## config.mk

```make
export PLATFORM = sky130hd
export DESIGN_NAME = badblk_scan
export DESIGN_NICKNAME = d
export VERILOG_FILES = /design/src/rtl/badblk_pkg.sv /design/src/rtl/badblk_plan.sv /design/src/rtl/badblk_addr.sv /design/src/rtl/badblk_ctrl.sv /design/src/rtl/badblk_scan.sv
export SDC_FILE = /design/constraint.sdc
export NUM_CORES = 1
export LEC_CHECK = 0
export ABC_AREA = 1
export ABC_CLOCK_PERIOD_IN_PS = 6100
export BUFFER_PORTS_ARGS = -buffer_cell sky130_fd_sc_hd__buf_2
export CAP_MARGIN = 20
export CORE_MARGIN = 1
export CORE_UTILIZATION = 40
export DETAILED_ROUTE_END_ITERATION = 10
export PLACE_DENSITY_LB_ADDON = 0.08
export SLEW_MARGIN = 5
export SYNTH_ARGS = -nofsm -noshare
export SYNTH_HDL_FRONTEND = slang
export SYNTH_SLANG_ARGS = --single-unit
```

## constraint.sdc

```tcl
create_clock -name clk -period 6.1 [get_ports clk]
set_input_delay 0.915 -clock clk [delete_from_list [all_inputs] [get_ports clk]]
set_output_delay 0.915 -clock clk [all_outputs]
set_load 0.03 [all_outputs]
```

## src/rtl/badblk_pkg.sv

```systemverilog
package badblk_pkg;

    typedef enum logic [1:0] {
        ST_IDLE  = 2'd0,
        ST_ISSUE = 2'd1,
        ST_WAIT  = 2'd2
    } scan_state_e;

    localparam int          STEP_W      = 3;
    localparam int          QUAD_STEPS  = 8;
    localparam logic [7:0]  ERASED_BYTE = 8'hFF;

endpackage

```

## src/rtl/badblk_plan.sv

```systemverilog
// Maps the step index of a scan onto the page offset and spare column to read.
module badblk_plan
    import badblk_pkg::*;
#(
    parameter int PPB_W = 8,
    parameter int COL_W = 8
) (
    input  logic              four_i,
    input  logic [STEP_W-1:0] step_i,
    input  logic [PPB_W-1:0]  ppb_i,
    input  logic [PPB_W-1:0]  mark_page_i,
    input  logic [COL_W-1:0]  mark_pos_i,
    output logic [PPB_W-1:0]  off_o,
    output logic [COL_W-1:0]  col_o,
    output logic              last_o
);

    localparam logic [PPB_W-1:0] ONE_P = PPB_W'(1);
    localparam logic [PPB_W-1:0] TWO_P = PPB_W'(2);

    logic [PPB_W-1:0] quad_off;

    always_comb begin
        unique case (step_i[2:1])
            2'd0:    quad_off = '0;
            2'd1:    quad_off = ONE_P;
            2'd2:    quad_off = ppb_i - TWO_P;
            default: quad_off = ppb_i - ONE_P;
        endcase
    end

    always_comb begin
        if (four_i) begin
            off_o  = quad_off;
            col_o  = COL_W'(step_i[0]);
            last_o = (step_i == STEP_W'(QUAD_STEPS - 1));
        end else begin
            off_o  = mark_page_i;
            col_o  = mark_pos_i;
            last_o = 1'b1;
        end
    end

endmodule

```

## src/rtl/badblk_addr.sv

```systemverilog
// Row address of the page being checked: block * pages-per-block + offset.
module badblk_addr #(
    parameter int BLK_W = 10,
    parameter int PPB_W = 8,
    localparam int ROW_W = BLK_W + PPB_W
) (
    input  logic [BLK_W-1:0] blk_i,
    input  logic [PPB_W-1:0] ppb_i,
    input  logic [PPB_W-1:0] off_i,
    output logic [ROW_W-1:0] row_o
);

    logic [ROW_W-1:0] base;

    always_comb begin
        base  = ROW_W'(blk_i) * ROW_W'(ppb_i);
        row_o = base + ROW_W'(off_i);
    end

endmodule

```

## src/rtl/badblk_ctrl.sv

```systemverilog
// Scan control: captures parameters, walks the steps, compares bytes, reports.
module badblk_ctrl
    import badblk_pkg::*;
#(
    parameter int BLK_W = 10,
    parameter int PPB_W = 8,
    parameter int COL_W = 8
) (
    input  logic              clk,
    input  logic              rst_n,
    input  logic              start_i,
    input  logic [BLK_W-1:0]  blk_i,
    input  logic [PPB_W-1:0]  ppb_i,
    input  logic [PPB_W-1:0]  mark_page_i,
    input  logic [COL_W-1:0]  mark_pos_i,
    input  logic              req_ready_i,
    input  logic              rsp_valid_i,
    input  logic [7:0]        rsp_data_i,
    input  logic              last_i,
    output logic [BLK_W-1:0]  blk_o,
    output logic [PPB_W-1:0]  ppb_o,
    output logic [PPB_W-1:0]  mark_page_o,
    output logic [COL_W-1:0]  mark_pos_o,
    output logic              four_o,
    output logic [STEP_W-1:0] step_o,
    output logic              req_valid_o,
    output logic              busy_o,
    output logic              done_o,
    output logic              bad_o
);

    typedef struct packed {
        scan_state_e       state;
        logic [BLK_W-1:0]  blk;
        logic [PPB_W-1:0]  ppb;
        logic [PPB_W-1:0]  mpage;
        logic [COL_W-1:0]  mpos;
        logic              four;
        logic [STEP_W-1:0] step;
        logic              done;
        logic              bad;
    } scan_regs_t;

    scan_regs_t regs_d, regs_q;
    logic       mismatch;

    always_comb begin
        regs_d      = regs_q;
        regs_d.done = 1'b0;
        mismatch    = (rsp_data_i != ERASED_BYTE);
        unique case (regs_q.state)
            ST_IDLE: begin
                if (start_i) begin
                    regs_d.blk   = blk_i;
                    regs_d.ppb   = ppb_i;
                    regs_d.mpage = mark_page_i;
                    regs_d.mpos  = mark_pos_i;
                    regs_d.four  = (mark_page_i >= ppb_i);
                    regs_d.step  = '0;
                    regs_d.state = ST_ISSUE;
                end
            end
            ST_ISSUE: begin
                if (req_ready_i) begin
                    regs_d.state = ST_WAIT;
                end
            end
            ST_WAIT: begin
                if (rsp_valid_i) begin
                    if (mismatch || last_i) begin
                        regs_d.state = ST_IDLE;
                        regs_d.done  = 1'b1;
                        regs_d.bad   = mismatch;
                    end else begin
                        regs_d.step  = regs_q.step + STEP_W'(1);
                        regs_d.state = ST_ISSUE;
                    end
                end
            end
            default: regs_d.state = ST_IDLE;
        endcase
    end

    always_ff @(posedge clk or negedge rst_n) begin
        if (!rst_n) begin
            regs_q <= '{state: ST_IDLE, default: '0};
        end else begin
            regs_q <= regs_d;
        end
    end

    assign blk_o       = regs_q.blk;
    assign ppb_o       = regs_q.ppb;
    assign mark_page_o = regs_q.mpage;
    assign mark_pos_o  = regs_q.mpos;
    assign four_o      = regs_q.four;
    assign step_o      = regs_q.step;
    assign req_valid_o = (regs_q.state == ST_ISSUE);
    assign busy_o      = (regs_q.state != ST_IDLE);
    assign done_o      = regs_q.done;
    assign bad_o       = regs_q.bad;

    // the result strobe never lasts two cycles
    assert_done_pulse_R8: assert property (@(posedge clk) disable iff (!rst_n)
        done_o |=> !done_o);

    // the verdict only moves together with the strobe
    assert_bad_hold_R8: assert property (@(posedge clk) disable iff (!rst_n)
        !done_o |-> $stable(bad_o));

    // a scan only begins from a start seen while idle
    assert_start_idle_R7: assert property (@(posedge clk) disable iff (!rst_n)
        $rose(busy_o) |-> $past(start_i) && !$past(busy_o));

    // the strobe marks the return to idle
    assert_done_idle_R8: assert property (@(posedge clk) disable iff (!rst_n)
        done_o |-> !busy_o);

endmodule

```

## src/rtl/badblk_scan.sv

```systemverilog
// Top: bad block mark scanner over a spare-byte request/response link.
module badblk_scan
    import badblk_pkg::*;
#(
    parameter int BLK_W = 10,
    parameter int PPB_W = 8,
    parameter int COL_W = 8,
    localparam int ROW_W = BLK_W + PPB_W
) (
    input  logic             clk,
    input  logic             rst_n,
    input  logic             start_i,
    input  logic [BLK_W-1:0] blk_i,
    input  logic [PPB_W-1:0] ppb_i,
    input  logic [PPB_W-1:0] mark_page_i,
    input  logic [COL_W-1:0] mark_pos_i,
    output logic             req_valid_o,
    input  logic             req_ready_i,
    output logic [ROW_W-1:0] req_page_o,
    output logic [COL_W-1:0] req_col_o,
    input  logic             rsp_valid_i,
    input  logic [7:0]       rsp_data_i,
    output logic             busy_o,
    output logic             done_o,
    output logic             bad_o
);

    logic [BLK_W-1:0]  blk_q;
    logic [PPB_W-1:0]  ppb_q;
    logic [PPB_W-1:0]  mpage_q;
    logic [COL_W-1:0]  mpos_q;
    logic              four_q;
    logic [STEP_W-1:0] step_q;
    logic [PPB_W-1:0]  page_off;
    logic              last_step;

    badblk_ctrl #(.BLK_W(BLK_W), .PPB_W(PPB_W), .COL_W(COL_W)) i_ctrl (
        .clk         (clk),
        .rst_n       (rst_n),
        .start_i     (start_i),
        .blk_i       (blk_i),
        .ppb_i       (ppb_i),
        .mark_page_i (mark_page_i),
        .mark_pos_i  (mark_pos_i),
        .req_ready_i (req_ready_i),
        .rsp_valid_i (rsp_valid_i),
        .rsp_data_i  (rsp_data_i),
        .last_i      (last_step),
        .blk_o       (blk_q),
        .ppb_o       (ppb_q),
        .mark_page_o (mpage_q),
        .mark_pos_o  (mpos_q),
        .four_o      (four_q),
        .step_o      (step_q),
        .req_valid_o (req_valid_o),
        .busy_o      (busy_o),
        .done_o      (done_o),
        .bad_o       (bad_o)
    );

    badblk_plan #(.PPB_W(PPB_W), .COL_W(COL_W)) i_plan (
        .four_i      (four_q),
        .step_i      (step_q),
        .ppb_i       (ppb_q),
        .mark_page_i (mpage_q),
        .mark_pos_i  (mpos_q),
        .off_o       (page_off),
        .col_o       (req_col_o),
        .last_o      (last_step)
    );

    badblk_addr #(.BLK_W(BLK_W), .PPB_W(PPB_W)) i_addr (
        .blk_i (blk_q),
        .ppb_i (ppb_q),
        .off_i (page_off),
        .row_o (req_page_o)
    );

    // a stalled request keeps its address
    assert_req_hold_R9: assert property (@(posedge clk) disable iff (!rst_n)
        req_valid_o && !req_ready_i |=> req_valid_o && $stable(req_page_o) && $stable(req_col_o));

    // no request outside a scan
    assert_idle_quiet_R6: assert property (@(posedge clk) disable iff (!rst_n)
        !busy_o |-> !req_valid_o);

    // four-page mode only touches spare bytes 0 and 1
    assert_quad_cols_R2: assert property (@(posedge clk) disable iff (!rst_n)
        req_valid_o && four_q |-> req_col_o < COL_W'(2));

    // requested row lies inside the captured block
    assert_row_in_block_R4: assert property (@(posedge clk) disable iff (!rst_n)
        req_valid_o && ppb_q != '0 |-> req_page_o / ROW_W'(ppb_q) == ROW_W'(blk_q));

endmodule

```

Word level (Yosys, flattened, before mapping)
Cells that the tools add are included.
- output and inout port bits: 30
- register bits after elaboration: 42
- bits of input ports: 47
- multipliers: 1
- magnitude comparators: 1
- equality and inequality tests: 10
- add/sub/neg operators: 4
- reduce and logical (&&, ||, !) cells: 9
- multiplexer cells: 14
- operator list (operator ; count):
    40-bit 2-to-1 mux ; 1
    8-bit case mux with 3 select lines ; 1
    18-bit by 8-bit adder with 18-bit output ; 1
    10-bit by 8-bit multiplier with 18-bit output ; 1
    8-bit 2-to-1 mux ; 2
    8-bit >= comparator ; 1
    2-bit 2-to-1 mux ; 4
    8-bit inequality test, second input constant ; 1
    8-bit by 1-bit subtractor with 8-bit output, second input constant ; 1
    8-bit by 2-bit subtractor with 8-bit output, second input constant ; 1
    2-bit inequality test, second input constant ; 3
    2-bit case mux with 3 select lines ; 1
    3-bit case mux with 2 select lines ; 1
    3-bit AND reduction ; 2
    5-bit 2-to-1 mux ; 1
    2-bit by 1-bit equality test with 1-bit output, second input constant ; 2
    2-bit equality test, second input constant ; 2
    2-bit logical NOT ; 2
    4-bit AND reduction ; 1
    2-bit nonzero test ; 2
    3-bit by 1-bit adder with 3-bit output, second input constant ; 1
    3-bit equality test, second input constant ; 1
    3-bit 2-to-1 mux ; 1
    1-bit 2-to-1 mux ; 2
    3 further kinds ; 3

Depth between registers and ports, before layout
Gate-level depths: netlist of the first run.
- depth in word-level cells: 6
- mapped depth: 26
- gate-level depth less buffers: 25

Cells and area by module
A second synthesis of the first run with hierarchy kept.
- cell total of the unflattened synthesis: 836
- area total of the unflattened synthesis: 5780.5 um^2
- modules (own cells, without submodules) (module ; cells each ; sequential area each (um^2) ; times used ; area an instance (um^2)):
    badblk_addr ; 473 ; 0.0 ; 1 ; 3140.5
    badblk_ctrl ; 260 ; 1051.0 ; 1 ; 2155.8
    badblk_plan ; 103 ; 0.0 ; 1 ; 484.2

Worst setup path after synthesis of the first run
No wires, ideal clock.
- kind: reg-to-output
- from: reg i_ctrl.regs_q[24], in the netlist i_ctrl.ppb_o[2]
- to: out req_page_o[9]
- data required time: 5185 ps
- stages on the path, launching flop included: 24
- arrival: 4716 ps
- slack: 469 ps
- cell sequence: dfrtp_1 > clkbuf_1 > inv_1 > ha_1 > nand2_1 > nand2_1 > nor2_1 > nand2_1 > nand3_1 > nand3_1 > nand2_1 > fa_1 > fa_1 > inv_1 > fa_1 > inv_1 > fa_1 > inv_1 > ha_1 > nand2_1 > nor2_1 > nand2_1 > nand3_1 > xor2_1
- longest elaborated chain between the ends: 4
- elaborated cells on any way between the ends: 6
- those cells by class: add/sub (3); mul (1); mux (2)
- RTL lines (element ; RTL line ; source):
    from (decl) ; badblk_ctrl.sv:44 ; scan_regs_t regs_d, regs_q;
    from (signal assigned) ; badblk_ctrl.sv:88 ; regs_q <= regs_d;
    parallel branches: the longest is 3 deep, another holds 10-bit by 8-bit multiplier with 18-bit output ; -- ;
    18-bit by 8-bit adder with 18-bit output (*) ; badblk_addr.sv:17 ; row_o = base + ROW_W'(off_i);
    to (decl) ; badblk_scan.sv:19 ; output logic [ROW_W-1:0] req_page_o,
Mark *: on every way between the ends.

Final worst setup path of the first run
- from: reg i_ctrl.regs_q[23], in the netlist i_ctrl.ppb_o[1]
- to: out req_page_o[17]
The elaborated chain is that of the path after synthesis.

==> results of run 1 <==
[layout by cell type (no fill, tap or decap), types with 2 or more instances in the layout]
cell,synthesis,layout
clkbuf_16,0,5
a21o_1,2,2
o21ai_1,7,7
nand2_2,1,3
inv_2,3,4
o21ai_0,21,21
buf_4,2,5
xnor2_1,2,2
xor2_1,8,8
nand2_1,261,259
or2_2,3,3
nor2_2,7,8
fa_1,56,56
ha_1,53,52
dfrtp_2,0,3
nand3_1,33,33
nand4_1,7,7
nor2_1,34,33
a21oi_1,14,14
dfrtp_1,42,39
inv_1,180,179
buf_2,10,76
[logic make-up after synthesis]
family | synth area share
buffers and inverters | 0.150
AO/OA/AOI/OAI | 0.0486
adder cells (fa/ha/maj) | 0.329
flip-flops | 0.194
XOR/XNOR | 0.0161
AND/OR/NAND/NOR | 0.263
[registers in the layout (all words and copies together), names as in the netlist]
signal / count
i_ctrl.blk_o: 10
i_ctrl.mark_page_o: 8
i_ctrl.mark_pos_o: 8
i_ctrl.ppb_o: 8
i_ctrl.step_o: 3
i_ctrl.regs_q: 2
i_ctrl.bad_o: 1
i_ctrl.done_o: 1
i_ctrl.four_o: 1
[path summary, 6_finish.rpt]
path,start,endpoint,slack (ns),cells after the start
worst min-delay path,i_ctrl.mark_page_o[7],i_ctrl.mark_page_o[7],0.48,2
worst max-delay path,i_ctrl.ppb_o[1],req_page_o[17],0.34,25
max in group asynchronous,rst_n,i_ctrl.ppb_o[0],4.68,1
min in group asynchronous,rst_n,i_ctrl.mark_pos_o[2],0.77,1
worst max register to register,i_ctrl.regs_q[41],i_ctrl.ppb_o[0],4.16,5
worst min register to register,i_ctrl.mark_page_o[7],i_ctrl.mark_page_o[7],0.48,2
[worst min-delay path, cell delays in order (launching register included)]
cell     delay [ns]
dfrtp_1        0.33
nand2_1        0.06
nand2_1        0.06
[what timing repair did]
action	CTS	global route
endpoints found under the hold margin	0	0
buffers inserted	0	0
setup endpoints to repair	0	9
gates resized for setup	0	9
[metrics by stage]
| stage | worst slack (ns) | std cells |
|---|---|---|
| final | 0.345 | 1009 |
| after global routing | 0.0127 | 1009 |
| after CTS | 0.164 | 1009 |
| after detailed placement | 0.493 | 1001 |
| after global placement | 0.586 | 1001 |
| after floorplan | 0.469 | 773 |
[layout make-up]
cell class / instances / area [um2]
multi-input combinational: 519 / 3580
tap: 176 / 220
clock buffer: 7 / 143
clock inverter: 1 / 8.76
fill: 1404 / 7130
inverter: 183 / 687
sequential: 42 / 1050
timing repair buffer: 81 / 418
[layer usage]
| metal | GRT usage | up-vias | part of all wire |
|---|---|---|---|
| met2 | 0.325 | 104 | 0.47 |
| li1 | - | 2397 | - |
| met1 | 0.240 | 2149 | 0.47 |
| met4 | 0.0720 | 0 | 0.022 |
| met5 | 0 | - | 0 |
| met3 | 0.0251 | 16 | 0.036 |
==> impl_metrics.tcl, run 1 <==
set metrics [dict create \
    status "finished, final reports clean" \
    fin_setup_tns_ns 0 \
    cp.buffers_inverters 6 \
    synthTopCellsByArea "fa_1 21%, dfrtp_1 19%, nand2_1 18%" \
    ys_ff_latch 42 \
    synth_async_sr_flop_share 1.00 \
    die-height_um 119 \
    critical_path_peak_fanout 4 \
    finalCriticalPeriod_ns 5.76 \
    fmax_mhz 174 \
    grt_antenna_before_repair 0 \
    timing.slew.headroom 0.373 \
    whs_ns 0.479 \
    routed_wirelength_um 12300 \
    num_vias 4666 \
    gp_congestion 0.932 \
    fraction_of_layout_instances_using_a_drive_strength_above_1 0.136 \
    globalRouteOverflowTotal 0 \
    vias_in_the_first_global_route 4695 \
    synth_common_cells "261 x nand2_1, 180 x inv_1, 56 x fa_1" \
    clock-sinks 42 \
    post_route_ant_nets 0 \
    worst_skew_pair.late_latency_ns 0.28 \
    postCtsHoldBufs 0 \
    fp.coreArea_um2 13200 \
    critical_path_arrival_ns 4.84 \
    hpwl_um 10200 \
    area.growth.synth_to_final_pct 12.6 \
    diodes 0 \
    crit_path_max_incr_delay_ns 0.52 \
    setup_viol 0 \
    clk_root_buffer_cell "clkbuf_16" \
    drcViolationCount 0 \
    worst-slew-pin-transition_ns 0.940 \
    fin_util 0.462 \
    placementRows 42 \
    largest_net_degree_at_the_start_of_global_routing 43 \
    cts_buffer_depth 2 \
    floorplan.die.width_um 119 \
    num-nets-final 988 \
    min-delay-path-class "flop to flop" \
    timing_worst_setup_path_type "flop to output port" \
    grt_first_pass_wirelength_um 21400 \
    placement.io_buffers 76 \
    final_max_slew_viol_count 0 \
    drtIter0Drc 192 \
    tritoncts "yes" \
    synth-warning-count 0 \
    yosys.area.top_type "fa_1" \
    drt-pass1-iter-count 5 \
    skew_ns 0.00324 \
    yosysMostFrequentCell "nand2_1" \
    initial_core_util 0.410 \
    worst_setup_hold_path_clk_slew_ns 0.06 \
    synth_largest_type_area_fraction 0.206 \
    placement.cell_area_um2 5940 \
    layout_worst_path_cycle_share 0.943 \
    synth_area_um2 5430 \
    setup_repair_after_global_routing_missed_its_margin "no" \
    path_delay_family "adder cells" \
    cp_slowest_cell "fa_1" \
    synth-edff-count 0 \
    sequential_fraction_of_the_synthesis_area 0.194 \
    max-cap-violations 0 \
    post_drt_via_cell_ratio 4.62 \
    crit_required_ns 5.18 \
    cp_common_cell "nand2_1" \
    ys_flop_type "dfrtp_1" \
    post_synth_inst_count 773 \
    synth_cell_types 31 \
    synth_nets 929 \
    synth.avg_cell_area_um2 7.02 \
    die_area_um2 14000 \
    postLayoutCellArea_um2 6110 \
    globalRouteTotalUtil 0.189 \
    clock_tree.htree_level_count 2 \
    crit_path_end_kind "output port" \
    routed_wire_length_per_instance_um 12.1 \
    pin_count 77 \
    finalHoldViolCount 0 \
    cts-buffers-inserted 5 \
    setup.worst_path.start_class "flop" \
]
Power of run 1 is not shown: default switching activity piles up to over one toggle a cycle in this logic, so the estimate is an artifact.
==> run 2, diff against run 1 <==
- GPL_TIMING_DRIVEN: default -> 1
- RECOVER_POWER: default -> 100
==> run 2 against run 1 <==
  * The run now ends with capacitance limit, slew limit left
  * First-iteration DRC count shrank 3.1%
  * Maximum frequency grew 0.15%
  * Wire length is essentially flat
  * Global-route usage is the same
  * Hold slack gained 0.0034 ns
  * Flip-flop and latch count is the same
  * Worst setup slack gained 0.0084 ns
  * Critical path depth is the same
  * Via count is essentially flat
==> impl_metrics.tcl, run 2 (same netlist as run 1, synthesis figures left out) <==
set metrics [dict create \
    grt_first_pass_wirelength_um 21400 \
    largest_net_degree_at_the_start_of_global_routing 43 \
    globalRouteTotalUtil 0.189 \
    postCtsHoldBufs 0 \
    drtIter0Drc 186 \
    num-nets-final 988 \
    post_route_ant_nets 0 \
    worst_setup_hold_path_clk_slew_ns 0.06 \
    clk_root_buffer_cell "clkbuf_16" \
    most-common-layout-cells "260 x nand2_1, 180 x inv_1, 56 x fa_1, 52 x ha_1, 52 x buf_2" \
    largest_register_ff_count 10 \
    layout_worst_path_cycle_share 0.942 \
    die_area_um2 14000 \
    final_max_slew_viol_count 43 \
    max-cap-violations 1 \
    fmax_mhz 174 \
    failed_checks "capacitance limit, slew limit" \
    worst_skew_pair.late_latency_ns 0.28 \
    clock-sinks 42 \
    path_delay_family "adder cells" \
    cts-buffers-inserted 5 \
    skew_ns 0.00283 \
    placement.io_buffers 76 \
    critical_path_peak_fanout 4 \
    gp_congestion 0.932 \
    stdcell_count 1009 \
    drt-pass1-iter-count 4 \
    setup_viol 0 \
    initial_core_util 0.410 \
    critical_path_arrival_ns 4.83 \
    diodes 0 \
    status "complete, but fails checks" \
    die-height_um 119 \
    fin_setup_tns_ns 0 \
    finalHoldViolCount 0 \
    most_common_cell_after_layout_fill_and_taps_aside "nand2_1" \
    routed_wire_length_per_instance_um 12.2 \
    crit_required_ns 5.18 \
    timing_worst_setup_path_type "flop to output port" \
    cts_buffer_depth 2 \
    setup.worst_path.start_class "flop" \
    vias_in_the_first_global_route 4695 \
    num-fill-cells 1405 \
    globalRouteOverflowTotal 0 \
    final.setup.worst_slack_ns 0.353 \
    cp_slowest_cell "fa_1" \
    hpwl_um 10200 \
    cts_setup_buffers 0 \
    cp_common_cell "nand2_1" \
    routed_wirelength_um 12300 \
    crit_path_end_kind "output port" \
    tritoncts "yes" \
    clock_tree.htree_level_count 2 \
    setup_repair_after_global_routing_missed_its_margin "no" \
    drcViolationCount 0 \
    place_inst 1001 \
    fp.coreArea_um2 13200 \
    fraction_of_layout_instances_using_a_drive_strength_above_1 0.107 \
    pin_count 77 \
    worst-slew-pin-transition_ns 2.25 \
    worst_setup_timing_slack_at_the_placement_stage_ns 0.493 \
    timing.slew.headroom -0.499 \
    area.growth.synth_to_final_pct 11.9 \
    min-delay-path-class "flop to flop" \
    floorplan.die.width_um 119 \
    num_vias 4665 \
    cp.buffers_inverters 6 \
    crit_path_max_incr_delay_ns 0.52 \
    finalCriticalPeriod_ns 5.75 \
    placementRows 42 \
    post_drt_via_cell_ratio 4.62 \
    grt_antenna_before_repair 0 \
]
==> run 2: cell count changes in the layout (fill, tap and decap cells not counted), sizes merged <==
cell and change:
clkbuf +25, inv -1, clkinv +1, buf -25
==> run 2: final cells by class <==
class                   instances  area [um2]  area share
inverters                     183         687       0.113
well taps                     176         220      0.0363
clock buffers                   7         143      0.0235
repair buffers                 81         393      0.0647
flip-flops and latches         42        1050       0.174
clock inverters                 1        8.76     0.00144
multi-input cells             519        3570       0.587
==> run 2: what timing repair did <==
item | CTS | global route
hold endpoints to repair | 0 | 0
resized for setup | 0 | 9
setup endpoints to repair | 0 | 9
==> run 2: worst paths after layout <==
check	start	to	slack, ns	cells after the start
setup / recovery	i_ctrl.ppb_o[1]	req_page_o[17]	0.35	25
hold / removal	i_ctrl.mark_page_o[7]	i_ctrl.mark_page_o[7]	0.48	2
setup reg to reg	i_ctrl.regs_q[41]	i_ctrl.ppb_o[0]	3.35	5
hold reg to reg	i_ctrl.mark_page_o[7]	i_ctrl.mark_page_o[7]	0.48	2
max in group asynchronous	rst_n	i_ctrl.ppb_o[0]	3.35	1
min in group asynchronous	rst_n	i_ctrl.mark_pos_o[2]	1.29	1
==> run 2: through the flow <==
stage	area, um2	utilization	hold slack [ns]
floorplan	5430	-	0.441
global placement	5940	0.448	0.463
detailed placement	5940	0.448	0.467
CTS	6090	0.460	0.482
global route	6070	0.459	0.502
finish	6070	0.459	0.483
==> run 2: layer usage <==
metal  global-route usage  part of all wire
met1                0.240              0.47
met4               0.0720             0.022
met5                    0                 0
met2                0.325              0.47
met3               0.0251             0.037
==> run 2: worst min-delay path, stage by stage (launching register included) <==
cell     delay, ns
dfrtp_1       0.33
nand2_1       0.06
nand2_1       0.06
Power of run 2 is left out for the same reason.
==> run 3, diff against run 2 <==
- CORE_ASPECT_RATIO: default -> 0.8
- PLACE_DENSITY_LB_ADDON: 0.08 -> default
==> run 3 against run 2 <==
  * The run still ends with capacitance limit, slew limit left
  * Count of clock-buffer cells in the layout shrank 2
  * Sequential share of layout area is essentially flat
  * Core utilization grew 0.84 points
  * Cell area grew 0.39%
  * Critical path type unchanged
==> impl_metrics.tcl, run 3 (same netlist as run 1, synthesis figures left out) <==
set metrics [dict create \
    fp.coreArea_um2 13100 \
    whs_ns 0.479 \
    tritoncts "yes" \
    worst_skew_pair.late_latency_ns 0.29 \
    cts_buffer_depth 2 \
    routed_wire_length_per_instance_um 12.3 \
    floorplan.die.width_um 132 \
    worst_setup_hold_path_clk_slew_ns 0.06 \
    placementRows 37 \
    num_vias 4681 \
    final_max_slew_viol_count 43 \
    drcViolationCount 0 \
    finalCriticalPeriod_ns 5.75 \
    failed_checks "capacitance limit, slew limit" \
    min-delay-path-class "flop to flop" \
    largest_net_degree_at_the_start_of_global_routing 43 \
    timing_worst_setup_path_type "flop to output port" \
    max-cap-violations 1 \
    cp.buffers_inverters 6 \
    pin_count 77 \
    timing.slew.headroom -0.537 \
    clock_tree.htree_level_count 2 \
    path_delay_family "adder cells" \
    initial_core_util 0.416 \
    drtIter0Drc 331 \
    critical_path_peak_fanout 6 \
    post_drt_via_cell_ratio 4.64 \
    gr-usage-met1 0.290 \
    die_area_um2 14000 \
    fmax_mhz 174 \
    skew_ns 0.00396 \
    routed_wirelength_um 12400 \
    grt_first_pass_wirelength_um 22200 \
    most-common-layout-cells "260 x nand2_1, 180 x inv_1, 61 x buf_2, 55 x fa_1, 51 x ha_1" \
    globalRouteTotalUtil 0.196 \
    layout_worst_path_cycle_share 0.942 \
    cp_common_cell "nand2_1" \
    top_usage_layer "met2" \
    crit_path_end_kind "output port" \
    worst-slew-pin-transition_ns 2.31 \
    clk_root_buffer_cell "clkbuf_16" \
    finalHoldViolCount 0 \
    crit_required_ns 5.18 \
    grt_util_met2 0.313 \
    clock-sinks 42 \
    largest_register_ff_count 10 \
    met3_usage 0.0229 \
    crit_path_max_incr_delay_ns 0.52 \
    most_common_cell_after_layout_fill_and_taps_aside "nand2_1" \
    setup.worst_path.start_class "flop" \
    setup_viol 0 \
    cts_setup_buffers 0 \
    drt-pass1-iter-count 7 \
    num-nets-final 988 \
    grt_antenna_before_repair 0 \
    cp_slowest_cell "fa_1" \
    die-height_um 106 \
    hpwl_um 9920 \
    area.growth.synth_to_final_pct 12.3 \
    fraction_of_layout_instances_using_a_drive_strength_above_1 0.118 \
    status "complete, but fails checks" \
    cts-buffers-inserted 5 \
    globalRouteOverflowTotal 0 \
    vias_in_the_first_global_route 4654 \
    placement.io_buffers 76 \
    gp_congestion 0.863 \
    post_route_ant_nets 0 \
    diodes 0 \
    critical_path_arrival_ns 4.83 \
]
-- run 3: cell types whose count changed in the layout (fill, tap and decap cells not counted), moves of 2 or more --
cell / before / now
a21oi_1: 15 / 13
buf_2: 52 / 61
clkbuf_2: 7 / 0
clkbuf_1: 19 / 15
a21oi_2: 0 / 2
-- run 3: worst paths after layout --
check                                       start               to  slack (ns)  cells after the start
worst max-delay path              i_ctrl.ppb_o[1]   req_page_o[17]        0.35                     25
worst min-delay path                 i_ctrl.bad_o     i_ctrl.bad_o        0.48                      1
worst max register to register  i_ctrl.regs_q[41]  i_ctrl.ppb_o[0]        3.38                      5
worst min register to register       i_ctrl.bad_o     i_ctrl.bad_o        0.48                      1
max in group asynchronous                   rst_n  i_ctrl.ppb_o[0]        3.30                      1
min in group asynchronous                   rst_n     i_ctrl.bad_o        1.31                      1
-- run 3: metal layers --
metal | vias to the layer above | part of all wire
li1 | 2392 | -
met1 | 2188 | 0.51
met2 | 95 | 0.44
met3 | 6 | 0.044
met4 | 0 | 0.0042
met5 | - | 0
-- run 3: layout make-up --
class | count | area, um2
fill | 1410 | 6960
multi-input combinational | 519 | 3590
sequential | 42 | 1060
inverter | 183 | 687
timing repair buffer | 81 | 399
tap | 175 | 219
clock buffer | 5 | 125
clock inverter | 3 | 21.3
-- run 3: worst register-to-register path, stage by stage, from the launching register on --
cell and delay (ns):
dfrtp_1 0.41, nor2_1 0.14, nand2_1 0.70, inv_1 1.07, nand2_1 0.16, o21ai_0 0.14
-- run 3: what timing repair did --
action / in CTS / in global routing
hold buffers: 0 / 0
setup endpoints to repair: 0 / 10
gates resized for setup: 0 / 14
-- run 3: through the flow --
stage / util / TNS [ns] / cell area, um2 / setup slack (ns) / std cells
2_1_floorplan: - / 0 / 5430 / 0.469 / 773
3_3_place_gp: 0.455 / 0 / 5940 / 0.553 / 1000
3_5_place_dp: 0.455 / 0 / 5940 / 0.466 / 1000
4_1_cts: 0.466 / 0 / 6080 / 0.146 / 1008
5_1_grt: 0.467 / -0.0267 / 6100 / -0.0267 / 1008
6_report: 0.467 / 0 / 6100 / 0.351 / 1008
Power of run 3 is left out for the same reason.
